**config.mk**
```make
export PLATFORM = sky130hd
export DESIGN_NAME = nand_raw_cycler
export DESIGN_NICKNAME = d
export VERILOG_FILES = /design/src/rtl/nrc_pkg.sv /design/src/rtl/nrc_window.sv /design/src/rtl/nrc_cycle.sv /design/src/rtl/nrc_ready_irq.sv /design/src/rtl/nand_raw_cycler.sv
export SDC_FILE = /design/constraint.sdc
export NUM_CORES = 1
export LEC_CHECK = 0
export BUFFER_PORTS_ARGS = -buffer_cell sky130_fd_sc_hd__buf_2
export CAP_MARGIN = 10
export CORE_MARGIN = 3
export CORE_UTILIZATION = 47
export DETAILED_ROUTE_END_ITERATION = 16
export PLACE_DENSITY_LB_ADDON = 0.05
export SYNTH_ARGS = -nofsm -noshare
export SYNTH_HDL_FRONTEND = slang
export SYNTH_HIERARCHICAL = 1
export SYNTH_SLANG_ARGS = --single-unit
```
**constraint.sdc**
```tcl
create_clock -name clk -period 2.5 [get_ports clk]
set_input_delay 0.25 -clock clk [delete_from_list [all_inputs] [get_ports clk]]
set_output_delay 0.25 -clock clk [all_outputs]
set_load 0.03 [all_outputs]
```
**src/rtl/nrc_pkg.sv**
```systemverilog
package nrc_pkg;

    typedef enum logic [1:0] {
        KIND_CMD  = 2'd0,
        KIND_ADDR = 2'd1,
        KIND_READ = 2'd2,
        KIND_NONE = 2'd3
    } cyc_kind_e;

    typedef enum logic [1:0] {
        PH_IDLE,
        PH_SETUP,
        PH_PULSE,
        PH_HOLD
    } phase_e;

    localparam logic [11:0] OFS_WIN_ADDR = 12'h000;
    localparam logic [11:0] OFS_WIN_DATA = 12'h010;
    localparam logic [11:0] OFS_IRQ_STAT = 12'h410;

    localparam int          MODE_LSB  = 26;
    localparam logic [1:0]  MODE_RAW  = 2'd3;
    localparam int          READY_BIT = 12;
    localparam logic [7:0]  CMD_GO    = 8'h30;

endpackage

```
**src/rtl/nrc_window.sv**
```systemverilog
module nrc_window
    import nrc_pkg::*;
(
    input  logic        clk,
    input  logic        rst_n,
    input  logic        bus_wr,
    input  logic [11:0] bus_addr,
    input  logic [31:0] bus_wdata,
    input  logic [7:0]  rd_byte,
    input  logic        ready_stat,
    output logic        req,
    output cyc_kind_e   req_kind,
    output logic [7:0]  req_byte,
    output logic        irq_clr,
    output logic [31:0] bus_rdata
);

    typedef struct packed {
        logic [31:0] win;
    } win_state_t;

    win_state_t win_d, win_q;
    logic [1:0] mode;
    logic [1:0] code;

    assign mode = win_q.win[MODE_LSB+1:MODE_LSB];
    assign code = win_q.win[1:0];

    always_comb begin
        win_d = win_q;
        if (bus_wr && bus_addr == OFS_WIN_ADDR) begin
            win_d.win = bus_wdata;
        end

        req      = bus_wr && (bus_addr == OFS_WIN_DATA) && (mode == MODE_RAW) && (code != 2'd3);
        req_kind = cyc_kind_e'(code);
        req_byte = bus_wdata[7:0];
        irq_clr  = bus_wr && (bus_addr == OFS_IRQ_STAT) && bus_wdata[READY_BIT];

        case (bus_addr)
            OFS_WIN_ADDR: bus_rdata = win_q.win;
            OFS_WIN_DATA: bus_rdata = {24'h0, rd_byte};
            OFS_IRQ_STAT: bus_rdata = 32'(ready_stat) << READY_BIT;
            default:      bus_rdata = 32'h0;
        endcase
    end

    always_ff @(posedge clk) begin
        if (!rst_n) begin
            win_q <= '0;
        end else begin
            win_q <= win_d;
        end
    end


    raw_only_chk: assert property (@(posedge clk) disable iff (!rst_n)
        (bus_wr && bus_addr == OFS_WIN_DATA && mode != MODE_RAW) |-> !req);

endmodule

```
**src/rtl/nrc_cycle.sv**
```systemverilog
module nrc_cycle
    import nrc_pkg::*;
#(
    parameter int SETUP_CYC = 1,
    parameter int PULSE_CYC = 2,
    parameter int HOLD_CYC  = 1
) (
    input  logic       clk,
    input  logic       rst_n,
    input  logic       req,
    input  cyc_kind_e  req_kind,
    input  logic [7:0] req_byte,
    input  logic [7:0] io_in,
    output logic       cle,
    output logic       ale,
    output logic       we_n,
    output logic       re_n,
    output logic [7:0] io_out,
    output logic       io_oe,
    output logic       busy,
    output logic [7:0] rd_byte,
    output logic       done,
    output cyc_kind_e  done_kind,
    output logic [7:0] done_byte
);

    localparam int MAXC = (SETUP_CYC > PULSE_CYC) ?
                          ((SETUP_CYC > HOLD_CYC) ? SETUP_CYC : HOLD_CYC) :
                          ((PULSE_CYC > HOLD_CYC) ? PULSE_CYC : HOLD_CYC);
    localparam int CW   = (MAXC > 1) ? $clog2(MAXC) : 1;

    typedef struct packed {
        phase_e          ph;
        logic [CW-1:0]   cnt;
        cyc_kind_e       kind;
        logic [7:0]      dat;
        logic [7:0]      rd;
    } cyc_state_t;

    cyc_state_t cyc_d, cyc_q;
    logic last;
    logic active;

    assign last   = (cyc_q.cnt == '0);
    assign active = (cyc_q.ph != PH_IDLE);

    always_comb begin
        cyc_d = cyc_q;
        case (cyc_q.ph)
            PH_IDLE: begin
                if (req) begin
                    cyc_d.ph   = PH_SETUP;
                    cyc_d.cnt  = CW'(SETUP_CYC - 1);
                    cyc_d.kind = req_kind;
                    cyc_d.dat  = req_byte;
                end
            end
            PH_SETUP: begin
                if (last) begin
                    cyc_d.ph  = PH_PULSE;
                    cyc_d.cnt = CW'(PULSE_CYC - 1);
                end else begin
                    cyc_d.cnt = cyc_q.cnt - 1'b1;
                end
            end
            PH_PULSE: begin
                if (last) begin
                    cyc_d.ph  = PH_HOLD;
                    cyc_d.cnt = CW'(HOLD_CYC - 1);
                    if (cyc_q.kind == KIND_READ) begin
                        cyc_d.rd = io_in;
                    end
                end else begin
                    cyc_d.cnt = cyc_q.cnt - 1'b1;
                end
            end
            default: begin
                if (last) begin
                    cyc_d.ph = PH_IDLE;
                end else begin
                    cyc_d.cnt = cyc_q.cnt - 1'b1;
                end
            end
        endcase
    end

    always_ff @(posedge clk) begin
        if (!rst_n) begin
            cyc_q.ph   <= PH_IDLE;
            cyc_q.cnt  <= '0;
            cyc_q.kind <= KIND_NONE;
            cyc_q.dat  <= '0;
            cyc_q.rd   <= '0;
        end else begin
            cyc_q <= cyc_d;
        end
    end

    assign cle       = active && (cyc_q.kind == KIND_CMD);
    assign ale       = active && (cyc_q.kind == KIND_ADDR);
    assign we_n      = !((cyc_q.ph == PH_PULSE) && (cyc_q.kind != KIND_READ));
    assign re_n      = !((cyc_q.ph == PH_PULSE) && (cyc_q.kind == KIND_READ));
    assign io_out    = cyc_q.dat;
    assign io_oe     = active && (cyc_q.kind != KIND_READ);
    assign busy      = active;
    assign rd_byte   = cyc_q.rd;
    assign done      = (cyc_q.ph == PH_HOLD) && last;
    assign done_kind = cyc_q.kind;
    assign done_byte = cyc_q.dat;


    busy_ignore_chk: assert property (@(posedge clk) disable iff (!rst_n)
        (req && active) |=> ($stable(cyc_q.dat) && $stable(cyc_q.kind)));


    latch_excl_chk: assert property (@(posedge clk) disable iff (!rst_n)
        !(cle && ale) && !(!we_n && !re_n));


    we_rise_hold_chk: assert property (@(posedge clk) disable iff (!rst_n)
        $rose(we_n) |-> (busy && io_oe));

endmodule

```
**src/rtl/nrc_ready_irq.sv**
```systemverilog
module nrc_ready_irq
    import nrc_pkg::*;
#(
    parameter int BUSY_MIN = 16
) (
    input  logic       clk,
    input  logic       rst_n,
    input  logic       rb_n,
    input  logic       done,
    input  cyc_kind_e  done_kind,
    input  logic [7:0] done_byte,
    input  logic       clr,
    output logic       stat
);

    localparam int TW = (BUSY_MIN > 0) ? $clog2(BUSY_MIN + 1) : 1;

    typedef struct packed {
        logic [1:0]    sync;
        logic          armed;
        logic          seen_low;
        logic [TW-1:0] tmr;
        logic          stat;
    } rdy_state_t;

    rdy_state_t rdy_d, rdy_q;
    logic rb_s;
    logic set_ev;

    assign rb_s   = rdy_q.sync[1];
    assign set_ev = rdy_q.armed && rb_s && (rdy_q.seen_low || rdy_q.tmr == TW'(BUSY_MIN));

    always_comb begin
        rdy_d      = rdy_q;
        rdy_d.sync = {rdy_q.sync[0], rb_n};
        if (rdy_q.armed) begin
            if (!rb_s) begin
                rdy_d.seen_low = 1'b1;
            end
            if (rdy_q.tmr != TW'(BUSY_MIN)) begin
                rdy_d.tmr = rdy_q.tmr + 1'b1;
            end
            if (set_ev) begin
                rdy_d.armed = 1'b0;
            end
        end
        if (done && done_kind == KIND_CMD && done_byte == CMD_GO) begin
            rdy_d.armed    = 1'b1;
            rdy_d.seen_low = 1'b0;
            rdy_d.tmr      = '0;
        end
        rdy_d.stat = set_ev || (rdy_q.stat && !clr);
    end

    always_ff @(posedge clk) begin
        if (!rst_n) begin
            rdy_q.sync     <= 2'b11;
            rdy_q.armed    <= 1'b0;
            rdy_q.seen_low <= 1'b0;
            rdy_q.tmr      <= '0;
            rdy_q.stat     <= 1'b0;
        end else begin
            rdy_q <= rdy_d;
        end
    end

    assign stat = rdy_q.stat;


    set_needs_arm_chk: assert property (@(posedge clk) disable iff (!rst_n)
        $rose(rdy_q.stat) |-> $past(rdy_q.armed));


    min_busy_chk: assert property (@(posedge clk) disable iff (!rst_n)
        (rdy_q.armed && !rdy_q.seen_low && rdy_q.tmr != TW'(BUSY_MIN)) |=> !$rose(rdy_q.stat));


    w1c_chk: assert property (@(posedge clk) disable iff (!rst_n)
        (clr && !set_ev) |=> !rdy_q.stat);


    set_wins_chk: assert property (@(posedge clk) disable iff (!rst_n)
        set_ev |=> rdy_q.stat);

endmodule

```
**src/rtl/nand_raw_cycler.sv**
```systemverilog
module nand_raw_cycler
    import nrc_pkg::*;
#(
    parameter int SETUP_CYC = 1,
    parameter int PULSE_CYC = 2,
    parameter int HOLD_CYC  = 1,
    parameter int BUSY_MIN  = 16
) (
    input  logic        clk,
    input  logic        rst_n,
    input  logic        bus_wr,
    input  logic [11:0] bus_addr,
    input  logic [31:0] bus_wdata,
    output logic [31:0] bus_rdata,
    output logic        nf_cle,
    output logic        nf_ale,
    output logic        nf_we_n,
    output logic        nf_re_n,
    output logic [7:0]  nf_io_out,
    output logic        nf_io_oe,
    input  logic [7:0]  nf_io_in,
    input  logic        nf_rb_n,
    output logic        cyc_busy
);

    logic       req;
    cyc_kind_e  req_kind;
    logic [7:0] req_byte;
    logic       irq_clr;
    logic [7:0] rd_byte;
    logic       ready_stat;
    logic       done;
    cyc_kind_e  done_kind;
    logic [7:0] done_byte;

    nrc_window u_window (
        .clk        (clk),
        .rst_n      (rst_n),
        .bus_wr     (bus_wr),
        .bus_addr   (bus_addr),
        .bus_wdata  (bus_wdata),
        .rd_byte    (rd_byte),
        .ready_stat (ready_stat),
        .req        (req),
        .req_kind   (req_kind),
        .req_byte   (req_byte),
        .irq_clr    (irq_clr),
        .bus_rdata  (bus_rdata)
    );

    nrc_cycle #(
        .SETUP_CYC (SETUP_CYC),
        .PULSE_CYC (PULSE_CYC),
        .HOLD_CYC  (HOLD_CYC)
    ) u_cycle (
        .clk       (clk),
        .rst_n     (rst_n),
        .req       (req),
        .req_kind  (req_kind),
        .req_byte  (req_byte),
        .io_in     (nf_io_in),
        .cle       (nf_cle),
        .ale       (nf_ale),
        .we_n      (nf_we_n),
        .re_n      (nf_re_n),
        .io_out    (nf_io_out),
        .io_oe     (nf_io_oe),
        .busy      (cyc_busy),
        .rd_byte   (rd_byte),
        .done      (done),
        .done_kind (done_kind),
        .done_byte (done_byte)
    );

    nrc_ready_irq #(
        .BUSY_MIN (BUSY_MIN)
    ) u_ready (
        .clk       (clk),
        .rst_n     (rst_n),
        .rb_n      (nf_rb_n),
        .done      (done),
        .done_kind (done_kind),
        .done_byte (done_byte),
        .clr       (irq_clr),
        .stat      (ready_stat)
    );


    strobe_busy_chk: assert property (@(posedge clk) disable iff (!rst_n)
        $fell(cyc_busy) |-> (nf_we_n && nf_re_n && $past(nf_we_n) && $past(nf_re_n)));

endmodule

```
# Word-level counts from Yosys, hierarchy flattened
# Cells that the tools add are included.
# classes
add_sub_neg	2
n_eq_ne	17
muxes	13
n_bitwise	3
reduce_logical	32
# op_table
cell	count
case mux 32 bit (3 select lines)	1
logical AND 1 bit	17
2-to-1 mux 7 bit	2
2-to-1 mux 13 bit	1
equality test 12 x 11 -> 1 bit (second input constant)	1
equality test 12 x 5 -> 1 bit (second input constant)	1
logical NOT 12 bit	1
inequality test 2 bit (second input constant)	6
case mux 3 bit (3 select lines)	1
equality test 2 bit (second input constant)	4
equality test 8 x 6 -> 1 bit (second input constant)	1
2-to-1 mux 2 bit	3
AND reduction 2 bit	3
adder 5 x 1 -> 5 bit (second input constant)	1
equality test 5 bit (second input constant)	1
2-to-1 mux 5 bit	1
inequality test 5 bit (second input constant)	1
equality test 2 x 1 -> 1 bit (second input constant)	2
logical NOT 2 bit	2
2-to-1 mux 1 bit	4
AND reduction 4 bit	1
logical NOT 1 bit	3
NOT 1 bit	3
AND reduction 3 bit	1
4 further kinds	5
# word_totals
ff_bits	63
input_bits	56
out_inout_bits	46
elab_cells	78

# Logic depth before layout (Yosys ltp)
# logic_depth
word_depth	6
ltp_mapped	8
depth_no_buf	6

# Hierarchy
# Netlist, hierarchy kept.
# by_module_without_submodules
module	instances	cells_each	area_each_um2	seq_area_each_um2
nrc_window	1	207	1736.7	640.6
nrc_cycle	1	132	1132.3	420.4
nrc_ready_irq	1	49	474.2	200.2

# Worst setup path after synthesis
# Ideal clock, no wire load.
# synth_timing
path_type	input-to-reg
from	input bus_addr[8]
to	register u_cycle.cyc_q (netlist bit u_cycle/done_byte[0])
setup_time_ns	0.072
arrival_time_ns	2.310
required_ns	2.428
path_slack_ns	0.118
path_stages	8
n_path_buf	2
cell_sequence	or4_4 -> or4_1 -> buf_2 -> a211oi_2 -> and2_1 -> buf_4 -> nand2_1 -> a21oi_1
# synth_between
elab_chain_cells	5
# synth_lines
item	line_no	text
from (decl)	nand_raw_cycler.sv:12	input logic [11:0] bus_addr,
equality test 12 x 5 -> 1 bit	nrc_window.sv:35	req = bus_wr && (bus_addr == OFS_WIN_DATA) && (mode == MODE_RAW) && (code != 2'd3);
logical AND 1 bit (3 in series)	nrc_window.sv:35	
net req	nand_raw_cycler.sv:26	logic req;
AND reduction 2 bit (no source line)	n/a	
to (signal assigned)	nrc_cycle.sv:95	cyc_q <= cyc_d;
to (decl)	nrc_cycle.sv:40	cyc_state_t cyc_d, cyc_q;
# The timed path passes the listed nets, and every way through them passes these cells.
# A chain may end at the register's enable or synchronous reset.

# Worst setup path after layout
# layout_timing
from	input bus_addr[5]
to	output bus_rdata[2]
# layout_between
elab_chain_cells	2
elab_cells_between_ends	4
cone_classes	2 x eq/ne; 1 x mux; 1 x reduce/logical
# layout_lines
item	line_no	text
equality test 12 x 11 -> 1 bit, or another cell as far along	nrc_window.sv:40	case (bus_addr)
case mux 32 bit (3 select lines) *	nrc_window.sv:40	
to (decl)	nand_raw_cycler.sv:14	output logic [31:0] bus_rdata,
# Mark *: on every way between the ends. The rest lies on a longest branch, timed or not.

==> impl_metrics.ini <==
[floorplanning]
die_area_sq_um = 8161
coreArea_sq_um = 6832
die_w_um = 90.34
start_util = 0.4894
chipHeight_um = 90.34
rows = 30
io_pins = 102

[worst_hold_path]
min_to = u_ready/rdy_d[9]$_SDFF_PN1_
holdPathStages = 2
min_path_type = in -> reg
worstHoldStart = nf_rb_n

[sta]
fin_skew_ps = 7.951
fin_crit_ps = 2211
setup-violations-final = 0
setup_tns_ps = 0
tightest_slew_ps = 563.8
min_period_over_period = 0.8845
fin_ws_ps = 288.8
rsz0062_at_grt = false
max_freq_mhz = 452.3
maxSlewViolCount = 0
slew_headroom = 0.6218
hold_violations = 0

[clock_tree]
cts-root-buf = clkbuf_8
clock_sinks = 63
clock_latency_ps = 340
path_clk_slew_ps = 60
cts_resized = 0
htreeDepth = 3
cts_tree = built
clock_path_buffers = 2
ctsHoldBuffers = 0
cts-buffers-inserted = 9
post-cts-setup-buffer-count = 0

[yosys]
synth.avg_cell_area_sq_um = 8.617
synth_area_sq_um = 3343
synth_xor_area_frac = 0.005240
synth-adder-area-share = 0.02246
ys_seq_area_frac = 0.3772
syn-instance-count = 388
ys_types = 45
synth_edf_count = 0
synth.most_common_cell = nand2_1
synth.largest_area_cell = dfxtp_1
synthTopCellsByCount = nand2_1 (89), dfxtp_1 (63), mux2i_1 (49)
synthArstFlopShare = 0
synth.top_cells.by_area = dfxtp_1 (38%), mux2i_1 (15%), nand2_1 (10%)
synth_top_area_share = 0.3772
synthSimpleGateAreaFrac = 0.2646
synth_compound_gate_area_share = 0.05876
syn_nets = 450
synthMuxAreaShare = 0.1467
ys.flop_type = dfxtp_1
ys_seq_elements = 63
synth_top_family_by_area = simple AND/OR/NAND/NOR gates
yosys_warnings = 6

[placed_design]
port_buffers = 101
hpwlAfterDp_mm = 5.359
routabilityCongestion = 0.7568
dp_cells = 539
post-place-ws_ps = 40.61

[flow_run]
cap_violations = 0

[pwr]
total_leakage_power_nw = 1.650
power.total_mw = 2.032
peakVddDrop_mv = 0.3048
p_per_area_nw_per_um2 = 529.9

[worst_setup_path]
r2r_slack_ps = 590
worstReg2RegStart = u_cycle/cyc_q[20]$_SDFFE_PN0P_
path_class = in -> out
worstPathArrival_ps = 1960
crit_required_ps = 2250
critPathCaptureType = output port
r2r_end = u_ready/rdy_q[6]$_SDFFE_PP0P_
crit_fanout = 8
crit_path_start_kind = input port
reg2reg_depth = 5

[detailed_routing]
drt_iter0_drc = 82
drt-total-wl_mm = 7.372
drc = 0
via_per_inst = 4.859
vias = 2682
drt-pass1-iter-count = 4
wl_per_cell_um = 13.36
ant_nets = 0

[cells_and_area]
layout-drive-gt1-share = 0.2982
area_growth_pct = 14.71
instances_no_fill = 552
n_antenna_cell = 0
nets = 516
final_util = 0.5614

[run_status]
status = complete, no violations

[grt]
grt_overflow_total = 0
grt_pass1_vias = 2584
grt_pass1_wl_mm = 12.13
gr-usage-all-layers = 0.1836
antenna_found_initial = 0
grt_max_degree = 41
[worst max-delay path by stage]
stage	to	slack, ps	from
after floorplan	u_cycle/done_byte[0]$_SDFFE_PN0P_	120	bus_addr[8]
after CTS	bus_rdata[2]	260	bus_addr[5]
after detailed placement	u_cycle/cyc_q[19]$_SDFFE_PN0P_	40	bus_addr[5]
after global routing	bus_rdata[14]	190	bus_addr[8]
after global placement	u_cycle/cyc_q[20]$_SDFFE_PN0P_	80	bus_addr[5]
final	bus_rdata[2]	290	bus_addr[5]
[per-layer routing]
layer  part of all wire  global-route usage
met4              0.012             0.05740
met2               0.44              0.2869
met1               0.47              0.2386
met5                  0                   0
met3              0.072             0.06333
[per-stage QoR]
step,hold slack (ps),area (sq um)
floorplan,321.8,3343
global placement,391.7,3665
detailed placement,399.8,3665
CTS,114.8,3835
global route,123.5,3835
finish,119.5,3835
[cells in the final DEF (no fill, tap or decap), types with 3 or more instances in the layout]
cell / Yosys / final
buf_2: 1 / 101
nand2_1: 89 / 89
dfxtp_1: 63 / 63
mux2i_1: 49 / 49
nor2_1: 26 / 26
and2_1: 24 / 24
a21oi_1: 14 / 14
clkbuf_8: 0 / 12
buf_4: 37 / 8
inv_1: 8 / 8
ha_1: 6 / 6
nand3_1: 5 / 5
nand2b_1: 4 / 4
nand4_1: 4 / 4
o21ai_0: 3 / 3
o211ai_1: 3 / 3
[worst max-delay path, stage by stage]
cell    delay, ps
buf_2          90
or4_1         630
or4_1         470
buf_4         200
nor2_1        110
buf_2         210
[where the power goes]
| part | switching (mW) | internal [mW] | leakage, nW | total (mW) |
|---|---|---|---|---|
| Sequential | 0.00742 | 1.01 | 0.508 | 1.02 |
| Combinational | 0.133 | 0.0924 | 1.05 | 0.225 |
| Clock | 0.365 | 0.423 | 0.0902 | 0.788 |
| Total | 0.506 | 1.53 | 1.65 | 2.03 |
[sequential cells by signal (all words and copies together), names as in the netlist]
name,cells
u_window/win_q,32
u_cycle/done_byte,8
u_cycle/rd_byte,8
u_ready/rdy_q,7
u_cycle/cyc_q,3
u_cycle/done_kind,2
u_ready/rb_s,1
u_ready/rdy_d,1
u_ready/stat,1
[cells by family after synthesis]
| family | count (synthesis) |
|---|---|
| compound gates | 28 |
| mux | 49 |
| xor+xnor | 2 |
| simple gates | 176 |
| buf+inv | 64 |
| fa+ha+maj | 6 |
| flops | 63 |
[cell type report]
cell class / count / area (sq um)
Multi-Input combinational cell: 261 / 1664
Timing Repair Buffer: 110 / 585.6
Tap cell: 96 / 120.1
Inverter: 9 / 33.78
Sequential cell: 63 / 1261
Clock inverter: 1 / 5.005
Fill cell: 682 / 2997
Clock buffer: 12 / 165.2
Power figures use the tool's default switching activity.
